**src/rtl/mwcs_pkg.sv**
```systemverilog
// Shared constants and types for the serial master with auto chip-select.
package mwcs_pkg;
    localparam int ADDR_W  = 4;
    localparam logic [ADDR_W-1:0] A_SB     = 4'h0;
    localparam logic [ADDR_W-1:0] A_FB     = 4'h1;
    localparam logic [ADDR_W-1:0] A_ALIAS0 = 4'h2;
    localparam logic [ADDR_W-1:0] A_CTRL   = 4'hA;
    localparam logic [ADDR_W-1:0] A_DIV    = 4'hB;
    localparam logic [ADDR_W-1:0] A_CSR    = 4'hC;
    localparam logic [ADDR_W-1:0] A_STAT   = 4'hD;

    typedef enum logic [1:0] {
        ST_IDLE,
        ST_LEAD,
        ST_SHIFT,
        ST_TRAIL
    } seq_state_t;
endpackage

```
**src/rtl/mwcs_tick_gen.sv**
```systemverilog
// Half-period tick generator.
// Emits a one-cycle tick every DIV+1 cycles while enabled.
// Assumes div is stable while en is high.
module mwcs_tick_gen #(
    parameter int DIV_W = 8
) (
    input  logic             clk,
    input  logic             rst_n,
    input  logic             en,
    input  logic [DIV_W-1:0] div,
    output logic             tick
);
    logic [DIV_W-1:0] cnt;

    assign tick = en && (cnt == div);

    // Count cycles, restarting on each tick or when idle.
    always_ff @(posedge clk) begin
        if (!rst_n)
            cnt <= '0;
        else if (!en || tick)
            cnt <= '0;
        else
            cnt <= cnt + 1'b1;
    end
endmodule

```
**src/rtl/mwcs_shifter.sv**
```systemverilog
// Transfer sequencer and shift register.
// Sequence: lead guard (2 ticks), 2 ticks per bit, trail guard (2 ticks).
// The word goes out MSB first. In 8-bit mode only tx[15:8] is sent, and
// the received byte lands in rx[7:0].
// Assumes start is only raised while busy is low.
module mwcs_shifter #(
    parameter int WORD_W = 16
) (
    input  logic              clk,
    input  logic              rst_n,
    input  logic              start,
    input  logic              wide,
    input  logic              tick,
    input  logic [WORD_W-1:0] tx,
    input  logic              di,
    output logic              busy,
    output logic              sk,
    output logic              dout,
    output logic              done,
    output logic [WORD_W-1:0] rx
);
    import mwcs_pkg::*;

    localparam int HALF_W = WORD_W / 2;
    localparam int CNT_W  = $clog2(WORD_W);

    seq_state_t        state;
    logic              guard_ph;
    logic [CNT_W-1:0]  bit_cnt;
    logic [WORD_W-1:0] sr;
    logic              smp;
    logic              wide_q;
    logic [CNT_W-1:0]  last_bit;

    assign busy     = (state != ST_IDLE);
    assign dout     = (state == ST_SHIFT) ? sr[WORD_W-1] : 1'b0;
    assign rx       = sr;
    assign last_bit = wide_q ? CNT_W'(WORD_W - 1) : CNT_W'(HALF_W - 1);

    // Step the sequence on each divider tick.
    always_ff @(posedge clk) begin
        if (!rst_n) begin
            state    <= ST_IDLE;
            guard_ph <= 1'b0;
            bit_cnt  <= '0;
            sr       <= '0;
            smp      <= 1'b0;
            wide_q   <= 1'b0;
            sk       <= 1'b0;
            done     <= 1'b0;
        end else begin
            done <= 1'b0;
            case (state)
                ST_IDLE: if (start) begin
                    sr       <= wide ? tx : {tx[WORD_W-1:HALF_W], {HALF_W{1'b0}}};
                    wide_q   <= wide;
                    guard_ph <= 1'b0;
                    bit_cnt  <= '0;
                    state    <= ST_LEAD;
                end
                ST_LEAD: if (tick) begin
                    guard_ph <= !guard_ph;
                    if (guard_ph) state <= ST_SHIFT;
                end
                ST_SHIFT: if (tick) begin
                    if (!sk) begin
                        sk  <= 1'b1;
                        smp <= di;
                    end else begin
                        sk <= 1'b0;
                        sr <= {sr[WORD_W-2:0], smp};
                        if (bit_cnt == last_bit) begin
                            bit_cnt <= '0;
                            state   <= ST_TRAIL;
                        end else begin
                            bit_cnt <= bit_cnt + 1'b1;
                        end
                    end
                end
                ST_TRAIL: if (tick) begin
                    guard_ph <= !guard_ph;
                    if (guard_ph) begin
                        state <= ST_IDLE;
                        done  <= 1'b1;
                    end
                end
                default: state <= ST_IDLE;
            endcase
        end
    end
endmodule

```
**src/rtl/mwcs_top.sv**
```systemverilog
// Serial master with eight chip selects, software and hardware framing.
// Holds the register file and address decode, and merges the software
// select register with the hardware select of the active transfer.
// Assumes a single-cycle write strobe and a combinational read.
module mwcs_top #(
    parameter int NUM_CS = 8,
    parameter int DIV_W  = 8
) (
    input  logic              clk,
    input  logic              rst_n,
    input  logic              wr_en,
    input  logic [3:0]        addr,
    input  logic [7:0]        wdata,
    output logic [7:0]        rdata,
    output logic [NUM_CS-1:0] cs_o,
    output logic              sk_o,
    output logic              do_o,
    input  logic              di_i,
    output logic              irq_o
);
    import mwcs_pkg::*;

    localparam int IDX_W = $clog2(NUM_CS);

    logic [7:0]        fb, sb;
    logic              ctrl_wide, ctrl_ien, xfer_wide;
    logic [DIV_W-1:0]  div_q;
    logic [NUM_CS-1:0] sw_cs, hw_mask;
    logic              done_flag, hw_active;
    logic [IDX_W-1:0]  hw_idx;
    logic              busy, tick, xfer_done;
    logic [15:0]       rx;
    logic              alias_hit, fb_hit, start;
    logic [3:0]        alias_off;

    assign alias_off = addr - A_ALIAS0;
    assign alias_hit = (addr >= A_ALIAS0) && (32'(alias_off) < NUM_CS);
    assign fb_hit    = (addr == A_FB);
    assign start     = wr_en && !busy && (alias_hit || fb_hit);

    mwcs_tick_gen #(.DIV_W(DIV_W)) u_tick (
        .clk(clk), .rst_n(rst_n), .en(busy), .div(div_q), .tick(tick)
    );

    mwcs_shifter #(.WORD_W(16)) u_shift (
        .clk(clk), .rst_n(rst_n), .start(start), .wide(ctrl_wide),
        .tick(tick), .tx({wdata, sb}), .di(di_i), .busy(busy),
        .sk(sk_o), .dout(do_o), .done(xfer_done), .rx(rx)
    );

    // Register writes, transfer framing and completion write-back.
    always_ff @(posedge clk) begin
        if (!rst_n) begin
            fb <= '0; sb <= '0;
            ctrl_wide <= 1'b0; ctrl_ien <= 1'b0; xfer_wide <= 1'b0;
            div_q <= '0; sw_cs <= '0;
            done_flag <= 1'b0; hw_active <= 1'b0; hw_idx <= '0;
        end else begin
            if (xfer_done) begin
                done_flag <= 1'b1;
                hw_active <= 1'b0;
                if (xfer_wide) begin
                    fb <= rx[15:8];
                    sb <= rx[7:0];
                end else begin
                    fb <= rx[7:0];
                end
            end
            if (wr_en && addr == A_STAT)
                done_flag <= 1'b0;
            if (wr_en && !busy) begin
                if (addr == A_SB)   sb <= wdata;
                if (addr == A_CTRL) {ctrl_ien, ctrl_wide} <= wdata[1:0];
                if (addr == A_DIV)  div_q <= wdata[DIV_W-1:0];
                if (addr == A_CSR)  sw_cs <= wdata[NUM_CS-1:0];
            end
            if (start) begin
                fb        <= wdata;
                xfer_wide <= ctrl_wide;
                done_flag <= 1'b0;
                hw_active <= alias_hit;
                hw_idx    <= alias_off[IDX_W-1:0];
            end
        end
    end

    // One select line per alias position.
    for (genvar i = 0; i < NUM_CS; i++) begin : g_hw_sel
        assign hw_mask[i] = hw_active && (hw_idx == IDX_W'(i));
    end

    assign cs_o  = sw_cs | hw_mask;
    assign irq_o = done_flag && ctrl_ien;

    // Combinational register read mux.
    always_comb begin
        rdata = 8'h00;
        if (alias_hit || fb_hit) rdata = fb;
        else case (addr)
            A_SB:    rdata = sb;
            A_CTRL:  rdata = {6'b0, ctrl_ien, ctrl_wide};
            A_DIV:   rdata = 8'(div_q);
            A_CSR:   rdata = 8'(sw_cs);
            A_STAT:  rdata = {6'b0, done_flag, busy};
            default: rdata = 8'h00;
        endcase
    end
endmodule

```
**config.mk**
```make
export PLATFORM = sky130hd
export DESIGN_NAME = mwcs_top
export DESIGN_NICKNAME = d
export VERILOG_FILES = /design/src/rtl/mwcs_pkg.sv /design/src/rtl/mwcs_tick_gen.sv /design/src/rtl/mwcs_shifter.sv /design/src/rtl/mwcs_top.sv
export SDC_FILE = /design/constraint.sdc
export NUM_CORES = 1
export LEC_CHECK = 0
export BUFFER_PORTS_ARGS = -buffer_cell sky130_fd_sc_hd__clkbuf_2
export CORE_ASPECT_RATIO = 0.7
export CORE_MARGIN = 10
export CORE_UTILIZATION = 60
export DETAILED_ROUTE_END_ITERATION = 8
export PLACE_DENSITY = 0.8
export SYNTH_ARGS = -nofsm -noshare
export SYNTH_HDL_FRONTEND = slang
export SYNTH_SLANG_ARGS = --single-unit
```
**constraint.sdc**
```tcl
create_clock -name clk -period 2.5 [get_ports clk]
set_input_delay 0.25 -clock clk [delete_from_list [all_inputs] [get_ports clk]]
set_output_delay 0.25 -clock clk [all_outputs]
set_load 0.02 [all_outputs]
```
-- Word level (Yosys, flattened, before mapping)
Cells that the tools add are included.
- register bits after elaboration: 75
- input bits: 16
- output and inout bits: 19
- logic and storage cells: 128
- add/sub/neg operators: 3
- order comparisons: 2
- equality and inequality tests: 26
- mux-type cells: 37
- bitwise operators: 3
- reduce and logical (&&, ||, !) cells: 38
- operators by type and width (operator ; count):
    two-way mux 8 bit ; 9
    two-way mux 16 bit ; 3
    one-hot mux 8 bit (5 select lines) ; 1
    one-hot mux 16 bit (2 select lines) ; 1
    two-way mux 4 bit ; 5
    equality test 4 bit, second input constant ; 4
    two-way mux 2 bit ; 8
    logical AND 1 bit ; 14
    equality test 3 bit, second input constant ; 4
    inequality test 2 bit, second input constant ; 5
    AND reduction 2 bit ; 5
    AND reduction 3 bit ; 3
    adder 8 x 1 -> 8 bit, second input constant ; 1
    equality test 8 bit ; 1
    inequality test 2 x 1 -> 1 bit, second input constant ; 4
    OR 8 bit ; 1
    one-hot mux 2 bit (4 select lines) ; 1
    one-hot mux 4 bit (2 select lines) ; 1
    AND reduction 8 bit ; 1
    nonzero test 2 bit ; 4
    two-way mux 1 bit ; 7
    equality test 3 x 2 -> 1 bit, second input constant ; 2
    adder 4 x 1 -> 4 bit, second input constant ; 1
    equality test 2 bit, second input constant ; 2
    17 further kinds ; 21

-- Longest topological paths before layout
Gate-level depths: netlist of the first run.
- depth after elaboration: 7
- gate-level depth with buffers: 10
- mapped depth without buffers: 7

-- Modules after synthesis
From an unflattened synthesis of the first run, not the netlist that was laid out.
- cell total of the unflattened synthesis: 450
- area, all modules: 4209.0 um^2
- by module, submodules not included (module ; instances ; cells an instance ; area an instance (um^2) ; sequential area each (um^2)):
    mwcs_top ; 1 ; 260 ; 2331.0 ; 800.8
    mwcs_shifter ; 1 ; 144 ; 1407.6 ; 540.5
    mwcs_tick_gen ; 1 ; 46 ; 470.5 ; 160.2

-- Worst setup path after synthesis of the first run
Ideal clock, no wire load.
- path kind: input -> output
- start point: in addr[2]
- end point: out rdata[0]
- arrival: 1.809 ns
- data required time: 2.250 ns
- path slack: 0.441 ns
- stages on the path: 8
- path buffers: 2
- cells stage by stage: buf_6 -> inv_1 -> ha_1 -> nor3_1 -> o211ai_4 -> buf_4 -> a21o_1 -> o21ai_1
- longest elaborated chain between the ends: 5
- elaborated cells between the ends (all ways): 13
- those cells by class: add/sub: 1; order compare: 2; eq/ne: 5; mux: 2; reduce/logical: 3
- ends and longest elaborated chain (element ; line ; RTL):
    start, declared ; mwcs_top.sv:12 ; input logic [3:0] addr,
    subtractor 4 x 2 -> 4 bit ; mwcs_top.sv:36 ; assign alias_off = addr - A_ALIAS0;
    less-than comparator 4 bit ; mwcs_top.sv:37 ; assign alias_hit = (addr >= A_ALIAS0) && (32'(alias_off) < NUM_CS);
    logical AND 1 bit ; mwcs_top.sv:37 ;
    logical OR 1 bit ; mwcs_top.sv:98 ; if (alias_hit || fb_hit) rdata = fb;
    two-way mux 8 bit (*) ; mwcs_top.sv:98 ;
    end, declared ; mwcs_top.sv:14 ; output logic [7:0] rdata,
Every way passes the cells marked *; elsewhere a longest branch is shown, timed or not.

-- Final worst setup path of the first run
- start point: in addr[2]
- end point: out rdata[7]
Same word-level chain as after synthesis.

==> reports/metrics.cfg, run 1 <==
[yosys]
synth_edf_count=0
yosys_register_bits=75
yosys.area.top_type=dfxtp_1
synth-compound-area-share=0.2210
muxShareOfSynthArea=0.1124
synth_simple_gate_area_frac=0.1821
ys_warn_count=0
synth_area_leaders=dfxtp_1, mux2i_1, nor2_1
synthAdderAreaFrac=0.02491
syn_avg_cell_area_um2=8.606
seq_area_frac_synth=0.3736
ys_types=52
synth_xor_area_frac=0.03923
syn_inst=467
synth_top_cell_area_share=0.3736
syn-num-nets=491
netlist_area_mm2=0.004019
synth_top_family_by_area=compound AO/OA/AOI/OAI gates
synthArstFlopShare=0
synth_top_flop_cell=dfxtp_1

[clock_tree]
htreeDepth=3
cts.sinks=75
cts_setup_buffers=0
ctsHoldBuffers=0
clock_latency_ps=350
cts_max_path_buffers=2
path_clk_slew_ps=80
cts_tree=built
cts_inserted_buffers=9
post_cts_resized=0
cts_root_buf=clkbuf_8

[power_and_ir_drop]
p_per_area_mw_per_mm2=577.6
total_power_w=0.002576
irDropWorstVdd_uv=350.1
leakage_nw=1.694

[timing]
finalSetupViolations=0
hold_slack_ps=141.4
setup_slack_ps=291.6
finalHoldViolCount=0
finalCritPeriodShare=0.8834
fmax_mhz=452.8
tightest_slew_ps=585.9
fin_crit_ps=2208
timing.clock.skew_ps=7.754
maxSlewHeadroom=0.6086
slew_violations=0
grt_setup_unrepaired=no
setup_tns_ps=0

[drt]
drt_wl_total_um=10450
drtPass1Iterations=5
vias=3636
ant_nets=0
drtIter0Drc=272
route.detailed.drc=0
routedWlPerCell_um=17.75
vias_per_cell=6.173

[finish]
final_cells=589
drive_above_1_share=0.1586
area_growth_pct=10.96
final_cell_mix=dfxtp_1, nor2_1, mux2i_1
final_common_cell=dfxtp_1
fin_nets=518
diodes=0

[floorplanning]
rows=24
die_w_um=117.8
core-area_mm2=0.006366
die_height_um=88.48
die_area_mm2=0.01042
num_io_pins=35
start_util=0.6313

[worst_setup_path]
crit_required_ps=2250
cp.arrival_ps=1960
cp_max_fo=10
start_kind=primary input
critPathCaptureType=output port
crit_type=primary input to output port

[global_routing]
gr-usage-met2=0.3147
antenna_found_initial=0
grt_start_max_net_pins=57
track_usage=0.2005
grt_pass1_wl_um=17350
busiest_layer=met2
grt_pass1_vias=3470
grt-ovfl-total=0
grt_use_met3=0.06425
grtUsageMet1=0.2598

[outcome]
status=finished, final reports clean

[placement]
dp.cells=574
port_buffers=34
gp_congestion=0.8915
dp_slack_ps=314.5
dp_hpwl_um=7461

[hold_path]
hold_class=primary input to flip-flop

[job]
cap_violations=0

==> cells in the mapped netlist, types with 9 or more instances <==
cell type  number
dfxtp_1        75
nor2_1         50
mux2i_1        44
nand2_1        41
a21oi_1        32
nand3_1        28
a21o_1         18
clkbuf_1       18
a22oi_1        16
xor2_1         13
a211oi_1       12
inv_1          11
buf_2           9
==> power by group <==
group | internal (W) | switching, W
clock network | 0.000508 | 0.000452
registers | 0.00123 | 0.0000395
logic | 0.000118 | 0.000226
total | 0.00186 | 0.000718
==> final cells by class <==
cell class / count / area, µm²
Tap cell: 91 / 113.9
Sequential cell: 75 / 1501
Timing Repair Buffer: 47 / 267.8
Clock buffer: 11 / 151.4
Inverter: 12 / 45.04
Multi-Input combinational cell: 349 / 2330
Clock inverter: 4 / 50.05
Fill cell: 549 / 1907
==> per-stage QoR <==
stage / utilization / cell area (µm²)
after floorplan: - / 4019
after global placement: 0.6688 / 4258
after detailed placement: 0.6688 / 4258
after CTS: 0.7005 / 4459
after global routing: 0.7005 / 4459
final: 0.7005 / 4459
==> final timing paths <==
| path | to | slack (ps) | start | depth (start not counted) |
|---|---|---|---|---|
| hold reg to reg | u_shift.rx[14] | 490 | u_shift.rx[14] | 2 |
| setup / recovery | rdata[7] | 290 | addr[2] | 8 |
| setup reg to reg | sb[1] | 320 | u_shift.state[0] | 5 |
| hold / removal | u_shift.smp | 140 | di_i | 2 |
==> state kept, by name (all words and copies together), names as in the netlist, 2 cells and up <==
name,cells
sw_cs,8
div_q,8
fb,8
u_tick.cnt,8
u_shift.bit_cnt,4
u_shift.state,2
hw_idx,3
sb,8
u_shift.rx,16
==> critical path, stage by stage <==
cell and delay (ps):
clkbuf_2 90, inv_1 90, ha_1 210, or2_2 320
o211ai_4 350, a21o_1 330, o21ai_1 140, clkbuf_2 170
==> metal layers <==
metal | vias to the layer above | wire (µm)
met5 | - | 0
met4 | 0 | 162
met3 | 16 | 744
met2 | 127 | 4649
met1 | 1757 | 4896
li1 | 1736 | -
==> cells by family (layout without fill, tap and decap cells) <==
family | count (synthesis) | after routing
XOR/XNOR | 18 | 18
AO/OA/AOI/OAI | 126 | 126
buffers and inverters | 43 | 74
AND/OR/NAND/NOR | 152 | 152
multiplexers | 45 | 45
adder cells (fa/ha/maj) | 8 | 8
flip-flops | 75 | 75
Note: power is estimated with default switching activity, not from simulation.
==> run 2: changes to the inputs <==
- CORE_UTILIZATION: 60 -> 62
- CTS_BUF_LIST: not set -> sky130_fd_sc_hd__clkbuf_4 sky130_fd_sc_hd__clkbuf_8
- PLACE_DENSITY: 0.8 -> 0.82
- clock period: 2.5 -> 2.4 ns (I/O delays scaled with it)
==> run 2 against run 1 <==
- non-clock buffer count up 2
- core utilization up 1.3 points
- clock power up 4.1%
- cell count down 1.7%
- flip-flop and latch count unchanged
- via count up 1.6%
- critical path depth unchanged
- hold slack better by 5.6 ps
- register-to-register slack worse by 110 ps
- count of clock-buffer cells in the layout up 1
- first-iteration DRC count up 21%
- sequential share of layout area unchanged
- critical path type unchanged
- largest power group unchanged
- highest routed layer unchanged
==> reports/metrics.cfg, run 2 (synthesis results as in run 1) <==
[clock_tree]
cts.sinks=75  ; unchanged
htreeDepth=3  ; unchanged
clock_latency_ps=350  ; about the same
cts_max_path_buffers=2  ; unchanged
cts_setup_buffers=0  ; unchanged
cts_inserted_buffers=9  ; unchanged
post_cts_resized=0  ; unchanged
cts_tree=built
cts_root_buf=clkbuf_8
ctsHoldBuffers=0  ; unchanged
path_clk_slew_ps=70  ; about the same

[floorplanning]
die_w_um=116.2  ; -1.3%
core-area_mm2=0.006246  ; -1.9%
num_io_pins=35  ; unchanged
die_area_mm2=0.01015  ; -2.6%
start_util=0.6434  ; +0.01214
die_height_um=87.36  ; -1.3%
rows=24  ; unchanged

[global_routing]
gr-usage-met2=0.3514  ; +0.03677
antenna_found_initial=0  ; unchanged
grtUsageMet1=0.2728  ; +0.01305
grt_use_met3=0.05510  ; -0.009153
busiest_layer=met2
grt-ovfl-total=0  ; unchanged
grt_pass1_wl_um=17570  ; +1.2%
grt_pass1_vias=3526  ; +1.6%
grt_start_max_net_pins=33  ; -42%
track_usage=0.2135  ; +0.01304

[finish]
largest_reg_flops=16  ; unchanged
drive_above_1_share=0.1637  ; +0.005038
diodes=0  ; unchanged
area_growth_pct=10.96  ; unchanged
fill_cells=506  ; -7.8%
final_common_cell=dfxtp_1
fin_nets=520  ; +0.39%
final_cell_mix=dfxtp_1, nor2_1, mux2i_1

[timing]
grt_setup_unrepaired=no
finalCritPeriodShare=0.9233
fmax_mhz=451.3
finalHoldViolCount=0  ; unchanged
tightest_slew_ps=654.2  ; +68.27 ps
finalSetupViolations=0  ; unchanged
timing.clock.skew_ps=6.918  ; -0.8355 ps
slew_violations=0  ; unchanged
setup_tns_ps=0  ; unchanged
maxSlewHeadroom=0.5630  ; -0.04561
fin_crit_ps=2216

[drt]
route.detailed.drc=0  ; unchanged
drtIter0Drc=330  ; +21%
vias_per_cell=6.380  ; +3.3%
ant_nets=0  ; unchanged
drtPass1Iterations=5  ; unchanged
vias=3694  ; +1.6%
drt_wl_total_um=10590  ; +1.3%
routedWlPerCell_um=18.30  ; +3.1%

[worst_setup_path]
reg2reg_slack_ps=210  ; -110 ps
crit_required_ps=2160  ; -90 ps
cp_max_fo=10  ; unchanged
critPathCaptureType=output port
start_kind=primary input
cp.arrival_ps=1980  ; +20 ps
crit_type=primary input to output port

[outcome]
status=finished, final reports clean

[power_and_ir_drop]
leakage_nw=1.705  ; +0.59%
irDropWorstVdd_uv=436.4  ; +25%
total_power_w=0.002683  ; +4.2%
p_per_area_mw_per_mm2=601.8  ; +4.2%

[hold_path]
hold_class=primary input to flip-flop

[placement]
gp_congestion=0.9107  ; +2.2%
dp_hpwl_um=7738  ; +3.7%
port_buffers=34  ; unchanged

[job]
cap_violations=0  ; unchanged

run 2: area by class of cell:
type,instances,area (µm²),area share
repair buffers,49,282.8,0.06341
flip-flops and latches,75,1501,0.3367
clock buffers,12,152.6,0.03423
multi-input cells,349,2330,0.5224
clock inverters,4,50.05,0.01122
well taps,78,97.59,0.02189
inverters,12,45.04,0.01010
run 2: per-stage QoR:
stage	util	hold slack [ps]	instance area (µm²)	cells	setup slack, ps
3_5_place_dp	0.6815	472.5	4257	563	203.4
2_1_floorplan	-	334.5	4019	467	360.7
3_3_place_gp	0.6815	469.7	4257	563	277.3
4_1_cts	0.7139	135.4	4459	579	216.2
6_report	0.7139	147.0	4459	579	184.0
5_1_grt	0.7139	148.6	4459	579	44.77
run 2: per-layer routing:
metal	up-vias	share of wire
met2	161	0.46
li1	1740	-
met3	21	0.080
met4	0	0.016
met1	1772	0.45
met5	-	0
run 2: worst max-delay path, stage by stage:
cell and delay (ps):
clkbuf_2 90, inv_1 100, ha_1 220, or2_2 320, o211ai_4 370, a21o_1 330
o21ai_1 140, clkbuf_2 170
run 2: worst paths after layout:
check | startpoint | endpoint | cells after the start
worst min-delay path | wr_en | done_flag | 2
worst max-delay path | addr[2] | rdata[2] | 8
worst min register to register | u_shift.rx[8] | u_shift.rx[8] | 2
worst max register to register | u_shift.state[0] | u_shift.rx[0] | 7
run 2: power breakdown:
part	total [W]	switching [W]	internal [W]	leakage (nW)
combinational	0.000363	0.000239	0.000124	0.998
sequential	0.00132	0.0000401	0.00128	0.607
clock	0.000999	0.000468	0.000531	0.0994
total	0.00268	0.000747	0.00194	1.70
==> run 3: changes to the inputs <==
- HOLD_SLACK_MARGIN: not set -> 0.15
==> run 3 against run 2 <==
- flip-flop and latch count unchanged
- register-to-register slack about the same
- sequential share of layout area shrank 0.15 points
- cell area is 0.45% higher
- worst setup slack got worse by 9.6 ps
- critical path depth stayed put
- combinational power hardly changed
- via count up 0.19%
- sequential power hardly changed
- hold slack improved by 37 ps
- critical path type unchanged
- critical endpoint unchanged
==> reports/metrics.cfg, run 3 (synthesis results as in run 1) <==
[outcome]
status=finished, final reports clean

[global_routing]
grt_use_met3=0.05579  ; +0.0006887
grt-ovfl-total=0  ; unchanged
track_usage=0.2135  ; unchanged
grt_start_max_net_pins=33  ; unchanged
antenna_found_initial=0  ; unchanged
busiest_layer=met2
grt_pass1_vias=3530  ; +0.11%
gr-usage-met2=0.3514  ; unchanged
grt_pass1_wl_um=17570  ; unchanged
grtUsageMet1=0.2724  ; -0.0004060

[timing]
hold_slack_ps=184.1  ; +37.11 ps
fmax_mhz=449.3  ; -0.43%
maxSlewHeadroom=0.5608  ; -0.002186
finalHoldViolCount=0  ; unchanged
fin_crit_ps=2226  ; +9.630 ps
finalSetupViolations=0  ; unchanged
timing.clock.skew_ps=7.971  ; +1.053 ps
tightest_slew_ps=657.5  ; +3.273 ps
grt_setup_unrepaired=no
slew_violations=0  ; unchanged
finalCritPeriodShare=0.9273  ; +0.004012
setup_tns_ps=0  ; unchanged

[finish]
area_growth_pct=11.46
postLayoutCoreUtil=0.7171  ; +0.003205
diodes=0  ; unchanged
drive_above_1_share=0.1630  ; -0.0006508
final_cell_mix=dfxtp_1, nor2_1, mux2i_1
fin_nets=522  ; +0.38%
largest_reg_flops=16  ; unchanged
seqCellArea_mm2=0.001501  ; unchanged
final_common_cell=dfxtp_1
fill_cells=504  ; -0.40%
multiInputGateArea_mm2=0.002330  ; unchanged

[worst_setup_path]
start_kind=primary input
critPathCaptureType=output port
cp.arrival_ps=1990  ; about the same
crit_type=primary input to output port
crit_required_ps=2160  ; about the same
cp_max_fo=10  ; unchanged

[power_and_ir_drop]
p_per_area_mw_per_mm2=600.4  ; -0.23%
leakage_nw=1.713  ; +0.49%
power_frac_seq=0.492  ; about the same
p_clk_frac=0.372  ; about the same
switching_share=0.2791  ; +0.0007752
p_sw_w=0.0007505  ; +0.49%
irDropWorstVdd_uv=434.4  ; -0.46%
pwr-share-comb=0.136  ; about the same
p_int_w=0.001939  ; +0.11%

[drt]
drtPass1Iterations=5  ; unchanged
route.detailed.drc=0  ; unchanged
drt_wl_total_um=10590  ; about the same
routedWlPerCell_um=18.23  ; -0.38%
drtIter0Drc=278  ; -16%
vias_per_cell=6.370  ; -0.16%
vias=3701  ; +0.19%
ant_nets=0  ; unchanged

[floorplanning]
rows=24  ; unchanged
die_area_mm2=0.01015  ; unchanged
num_io_pins=35  ; unchanged
die_w_um=116.2  ; unchanged
die_height_um=87.36  ; unchanged
start_util=0.6434  ; unchanged
core-area_mm2=0.006246  ; unchanged

[clock_tree]
cts_tree=built
htreeDepth=3  ; unchanged
clock_latency_ps=350  ; about the same
cts_root_buf=clkbuf_8
cts.sinks=75  ; unchanged
cts_inserted_buffers=9  ; unchanged
path_clk_slew_ps=80  ; about the same
post_cts_resized=0  ; unchanged
cts_max_path_buffers=2  ; unchanged

[hold_path]
hold_class=primary input to flip-flop

[job]
cap_violations=0  ; unchanged

[placement]
dp_hpwl_um=7738  ; unchanged
gp_congestion=0.9107  ; unchanged
port_buffers=34  ; unchanged

run 3: changes by cell type in the layout (fill, tap and decap cells not counted):
cell / previous run / this run
dlygate4sd3_1: 0 / 2
run 3: metrics by stage:
step                area, µm²  setup slack, ps  instances  power [W]
floorplan                4019            360.7        467   0.001597
global placement         4257            277.3        563   0.001688
detailed placement       4257            203.4        563   0.001704
CTS                      4479            216.2        581   0.002690
global route             4479            44.77        581   0.002781
finish                   4479            174.4        581   0.002689
run 3: area by class of cell:
cell class | instances | area share
multi-input cells | 349 | 0.5201
repair buffers | 51 | 0.06760
inverters | 12 | 0.01006
flip-flops and latches | 75 | 0.3352
clock inverters | 4 | 0.01117
well taps | 78 | 0.02179
clock buffers | 12 | 0.03408
run 3: repair_timing:
item,4_1_cts,5_1_grt
hold buffers,2,0
endpoints found under the hold margin,2,0
endpoints found under the setup margin,0,0
setup buffers,0,0
run 3: power groups by stage:
| stage | clock network (W) | registers (W) | logic (W) |
|---|---|---|---|
| final | 0.00100 | 0.00132 | 0.000365 |
| after global routing | 0.00105 | 0.00133 | 0.000399 |
| after CTS | 0.00101 | 0.00132 | 0.000358 |
| after detailed placement | 0 | 0.00135 | 0.000354 |
| after global placement | 0 | 0.00135 | 0.000339 |
| after floorplan | 0 | 0.00134 | 0.000260 |
run 3: per-layer routing:
layer  up-vias  share of wire  wire length [µm]
li1       1744              -                 -
met1      1770           0.45              4763
met2       162           0.46              4835
met3        25          0.077               820
met4         0          0.016               170
met5         -              0                 0
run 3: path summary, 6_finish.rpt:
| path | cells after the start | slack, ps | end | startpoint |
|---|---|---|---|---|
| hold reg to reg | 2 | 490 | u_shift.rx[8] | u_shift.rx[8] |
| hold / removal | 3 | 180 | fb[2] | wdata[2] |
| setup reg to reg | 7 | 200 | u_shift.rx[0] | u_shift.state[0] |
| setup / recovery | 8 | 170 | rdata[2] | addr[2] |
run 3: worst max-delay path, cell delays in order:
cell and delay (ps):
clkbuf_2 90, inv_1 100, ha_1 220, or2_2 320
o211ai_4 370, a21o_1 340, o21ai_1 140, clkbuf_2 170
